<file path="config.mk">
export PLATFORM = sky130hd
export DESIGN_NAME = tlpwm_ctrl
export DESIGN_NICKNAME = d
export VERILOG_FILES = /design/src/rtl/tlpwm_pkg.sv /design/src/rtl/tlpwm_decode.sv /design/src/rtl/tlpwm_dt_timer.sv /design/src/rtl/tlpwm_out_fsm.sv /design/src/rtl/tlpwm_ctrl.sv
export SDC_FILE = /design/constraint.sdc
export NUM_CORES = 1
export LEC_CHECK = 0
export BUFFER_PORTS_ARGS = -buffer_cell sky130_fd_sc_hd__buf_2
export CAP_MARGIN = 20
export CORE_MARGIN = 1
export CORE_UTILIZATION = 45
export CTS_BUF_LIST = sky130_fd_sc_hd__clkbuf_8
export CTS_CLUSTER_DIAMETER = 150
export DETAILED_ROUTE_END_ITERATION = 10
export HOLD_SLACK_MARGIN = 0.05
export PLACE_DENSITY = 0.71
export SYNTH_ARGS = -nofsm -noshare
export SYNTH_HDL_FRONTEND = slang
export SYNTH_SLANG_ARGS = --single-unit
</file>
<file path="constraint.sdc">
create_clock -name clk_i -period 2.2 [get_ports clk_i]
set_input_delay 0.22 -clock clk_i [delete_from_list [all_inputs] [get_ports clk_i]]
set_output_delay 0.22 -clock clk_i [all_outputs]
set_load 0.03 [all_outputs]
</file>
<file path="src/rtl/tlpwm_pkg.sv">
package tlpwm_pkg;
  typedef enum logic [1:0] {
    SIDE_OFF = 2'd0,
    SIDE_LO  = 2'd1,
    SIDE_HI  = 2'd2
  } side_e;

  localparam logic [1:0] CMD_LOW  = 2'b00;
  localparam logic [1:0] CMD_HIGH = 2'b10;
endpackage

</file>
<file path="src/rtl/tlpwm_decode.sv">
module tlpwm_decode
  import tlpwm_pkg::*;
(
  input  logic       en_i,
  input  logic [1:0] cmd_i,
  output side_e      want_o
);
  always_comb begin
    if (!en_i)                  want_o = SIDE_OFF;
    else if (cmd_i == CMD_HIGH) want_o = SIDE_HI;
    else if (cmd_i == CMD_LOW)  want_o = SIDE_LO;
    else                        want_o = SIDE_OFF;  // 01 and 11 both park
  end
endmodule

</file>
<file path="src/rtl/tlpwm_dt_timer.sv">
module tlpwm_dt_timer #(
  parameter int DT_W   = 6,
  parameter int DT_MIN = 5,
  parameter int DT_MAX = 44
) (
  input  logic            clk_i,
  input  logic            rst_i,
  input  logic            start_i,
  input  logic            clear_i,
  input  logic [DT_W-1:0] dt_cfg_i,
  output logic            ready_o
);
  localparam logic [DT_W-1:0] LO_LIM = DT_W'(DT_MIN);
  localparam logic [DT_W-1:0] HI_LIM = DT_W'(DT_MAX);

  logic [DT_W-1:0] dt_eff;
  logic [DT_W-1:0] cnt_q;

  always_comb begin
    if (dt_cfg_i < LO_LIM)      dt_eff = LO_LIM;
    else if (dt_cfg_i > HI_LIM) dt_eff = HI_LIM;
    else                        dt_eff = dt_cfg_i;
  end

  // Loaded with D-1 so the consumer's registered output rises on edge D.
  always_ff @(posedge clk_i) begin
    if (rst_i || clear_i)  cnt_q <= '0;
    else if (start_i)      cnt_q <= dt_eff - DT_W'(1);
    else if (cnt_q != '0)  cnt_q <= cnt_q - DT_W'(1);
  end

  assign ready_o = (cnt_q == '0);
endmodule

</file>
<file path="src/rtl/tlpwm_out_fsm.sv">
module tlpwm_out_fsm
  import tlpwm_pkg::*;
(
  input  logic  clk_i,
  input  logic  rst_i,
  input  side_e want_i,
  input  logic  ready_i,
  output logic  start_o,
  output logic  clear_o,
  output logic  hs_o,
  output logic  ls_o
);
  side_e tgt_q;
  logic  change;

  assign change  = (want_i != tgt_q);
  assign start_o = change && (want_i != SIDE_OFF);
  assign clear_o = change && (want_i == SIDE_OFF);

  always_ff @(posedge clk_i) begin
    if (rst_i) begin
      tgt_q <= SIDE_OFF;
      hs_o  <= 1'b0;
      ls_o  <= 1'b0;
    end else if (change) begin
      tgt_q <= want_i;
      hs_o  <= 1'b0;
      ls_o  <= 1'b0;
    end else begin
      hs_o <= (want_i == SIDE_HI) && ready_i;
      ls_o <= (want_i == SIDE_LO) && ready_i;
    end
  end
endmodule

</file>
<file path="src/rtl/tlpwm_ctrl.sv">
module tlpwm_ctrl
  import tlpwm_pkg::*;
#(
  parameter int DT_W   = 6,
  parameter int DT_MIN = 5,
  parameter int DT_MAX = 44
) (
  input  logic            clk_i,
  input  logic            rst_i,
  input  logic            en_i,
  input  logic [1:0]      cmd_i,
  input  logic [DT_W-1:0] dt_cfg_i,
  output logic            hs_o,
  output logic            ls_o
);
  side_e want;
  logic  start, clear, ready;

  tlpwm_decode u_dec (
    .en_i  (en_i),
    .cmd_i (cmd_i),
    .want_o(want)
  );

  tlpwm_dt_timer #(.DT_W(DT_W), .DT_MIN(DT_MIN), .DT_MAX(DT_MAX)) u_tmr (
    .clk_i   (clk_i),
    .rst_i   (rst_i),
    .start_i (start),
    .clear_i (clear),
    .dt_cfg_i(dt_cfg_i),
    .ready_o (ready)
  );

  tlpwm_out_fsm u_fsm (
    .clk_i  (clk_i),
    .rst_i  (rst_i),
    .want_i (want),
    .ready_i(ready),
    .start_o(start),
    .clear_o(clear),
    .hs_o   (hs_o),
    .ls_o   (ls_o)
  );
endmodule

</file>
==> metrics.csv <==
metric;value;unit
outcome;finished, final reports clean;
Post-Syn Instances;75;
VDD IR max;0.8284;mV
clk_lat worst skew;0.23;ns
CP max FO;5;
compound-cell area share of the yosys netlist;22.49;%
Slew Limit Fails;0;
gp weighted congestion;0.7542;
mux cell area share after synthesis;7.101;%
CTS buffer count;3;
Layout area overhead;23.47;%
min Tclk post-route;2.066;ns
setup TNS after final layout;0;ns
largest family of logic cells by synthesized area;simple AND/OR/NAND/NOR gates;
number of max-cap violations;0;
Post-Syn Area;634.4;um^2
setup violators final;0;
Worst Path Arrival;2.19;ns
top-area cell type share of the netlist area;31.56;%
Total GRT Usage;22.34;%
Adder-Cell Fraction of Synth Area;1.972;%
clock slew seen by the registers of the worst setup and hold paths;0.05;ns
GR met3 Demand/Resource;1.705;%
clock sinks;10;
Die W;39.55;um
layout cells sized above 1;27.96;%
IO Port Bufs;12;
Leak Pwr;0.0003560;uW
GRT overflow;0;
RSZ-0062 raised after global routing;no;
Yosys warning total;0;
Die H;39.55;um
final hold violation count;0;
row count;13;
DP Wirelength;1081;um
startpoint types;flip-flop;
Slew HR;67.88;%
Synth Area in XOR/XNOR;2.761;%
Yosys reg bits;10;
crit path capture type;flip-flop;
ys async rst share;0;%
first-pass GRT wire length;2332;um
DRC errors left;0;
Post-CTS Hold Buffers;0;
die area;0.001564;mm^2
CTS tree;built;
clock skew;0.0009991;ns
Synth Area per Inst;8.458;um^2
WL final;1436;um
post-synth top area cell;dfxtp_1;
Yosys cell types;36;
clk buf depth;2;
GRT met2 Usage;38.93;%
post-synthesis simple-gate area fraction;28.80;%
Layout Utilization;60.19;%
worst-margin pin slew;0.4819;ns
initial antenna violation count;0;
number of synthesized flops with an enable pin;0;
hold crit path type;input port to flip-flop;
root buf cell;clkbuf_8;
Fmax achieved;484.0;MHz
post-synthesis sequential area ratio;31.56;%
setup bufs post-CTS;0;
detailed-route via count;631;
Initial Utilization;48.75;%
post-CTS sizing;0;
largest net degree at the start of global routing;10;
routed length per instance;13.30;um
Pwr per Cell Area;997.3;mW/mm^2
Crit path required time;2.32;ns
Pre-antenna DRT Iters;4;
Synth area leaders;dfxtp_1 32%, mux2i_1 4.7%, a221oi_1 4.1%;
Core Region;0.001301;mm^2
vias in the first global route;566;
Worst Setup Path Type;flip-flop to flip-flop;
n_diodes;0;
initial DRC count;18;
Final Net Count;106;
Post-Syn Nets;87;
Period Utilization, post-route;93.91;%
Most Used Layer, Global Route;met2;
Final ANT Viol Nets;0;
top_reg_cell synth;dfxtp_1;
M1 GR Usage;27.24;%
htree depth;1;
DR vias/cell;5.843;
# IOs;13;
cells in the mapped netlist, drive strengths merged, types with 2 or more instances:
master and count:
inv 5, nor4 2, nand2 4, nand2b 3, nor3 3, o21ai 3
and3 2, a21oi 5, dfxtp 10, nor2 4, or3 4, mux2i 3
or2 2, or3b 2, a221oi 3
kinds of logic after synthesis:
kind of cell / count (synthesis)
muxes: 4
buffers and inverters: 7
DFF: 10
xor gates and xnor gates: 2
adders and majority gates: 1
AOI/OAI and AO/OA: 20
and+or+nand+nor: 31
area by class of cell:
| type | count | area, um^2 |
|---|---|---|
| clock buffers | 4 | 55.05 |
| fillers | 116 | 518.0 |
| inverters | 5 | 18.77 |
| multi-input cells | 58 | 400.4 |
| flip-flops and latches | 10 | 200.2 |
| well taps | 15 | 18.77 |
| repair buffers | 16 | 90.09 |
stage by stage:
step                hold WS [ns]  total power, uW  area (um^2)  worst slack [ns]  std cells
floorplan                 0.2968            483.0        634.4            0.1965         75
finish                    0.2052            781.1        783.3            0.1340        108
global placement          0.4459            546.1        728.2            0.2246        104
global route              0.2265            831.4        783.3           0.04282        108
detailed placement        0.4483            550.6        728.2            0.1633        104
CTS                       0.2010            782.8        783.3            0.1443        108
where the power goes:
group / internal, uW / switching, uW / total, uW / leakage [uW]
Sequential: 225 / 23.0 / 248 / 0.0000819
Combinational: 149 / 156 / 306 / 0.000245
Clock: 157 / 70.4 / 227 / 0.0000288
Total: 531 / 250 / 781 / 0.000356
sequential cells by signal (all words and copies together) (netlist names):
signal and flops:
u_fsm.tgt_q 2, u_fsm.ls_o 1, u_fsm.hs_o 1, u_tmr.cnt_q 6
layout by cell type (no fill, tap or decap):
cell,Yosys,layout
a41o_2,1,1
or3b_4,1,1
and2_1,1,1
nand3b_1,1,1
buf_2,0,12
ha_1,1,1
o2111a_1,1,1
o2111ai_1,1,1
a221oi_1,3,3
mux2_4,1,1
xor2_1,1,1
nor3b_1,1,1
inv_1,5,5
nor4_1,2,2
nor4b_1,1,1
mux2i_1,3,3
nor2b_1,1,1
o21ai_0,3,3
a21oi_1,5,5
buf_4,0,4
dfxtp_1,10,10
o31ai_1,1,1
nor2_1,4,4
a31oi_1,1,1
or3b_1,1,1
xnor2_1,1,1
and3_1,2,2
nand2_1,4,4
a21boi_0,1,1
or3_1,4,4
o22ai_1,1,1
nor3_1,3,3
or2_2,2,2
nand2b_1,3,3
a21o_1,1,1
clkbuf_8,0,4
a211o_2,1,1
critical path, cell delays in order (launching register included):
cell and delay [ns]:
dfxtp_1 0.33, or3b_4 0.43, and3_1 0.25, o22ai_1 0.23, ha_1 0.22, or3b_1 0.37
mux2i_1 0.12
layer usage:
layer  part of all wire (%)  vias to the layer above
met4                    2.2                        0
met3                    6.2                        4
met2                     45                       24
met1                     46                      288
met5                      0                        -
li1                       -                      315
path summary, 6_finish.rpt:
check	startpoint	endpoint	cells after the start	slack [ns]
worst max-delay path	u_fsm.tgt_q[1]$_SDFFE_PP0P_	u_tmr.cnt_q[4]$_SDFFE_PP0P_	6	0.13
worst min-delay path	cmd_i[1]	u_fsm.tgt_q[0]$_SDFFE_PP0P_	2	0.21
worst max register to register	u_fsm.tgt_q[1]$_SDFFE_PP0P_	u_tmr.cnt_q[4]$_SDFFE_PP0P_	6	0.13
worst min register to register	u_tmr.cnt_q[5]$_SDFFE_PP0P_	u_tmr.cnt_q[5]$_SDFFE_PP0P_	2	0.56
Power figures use the tool's default switching activity.
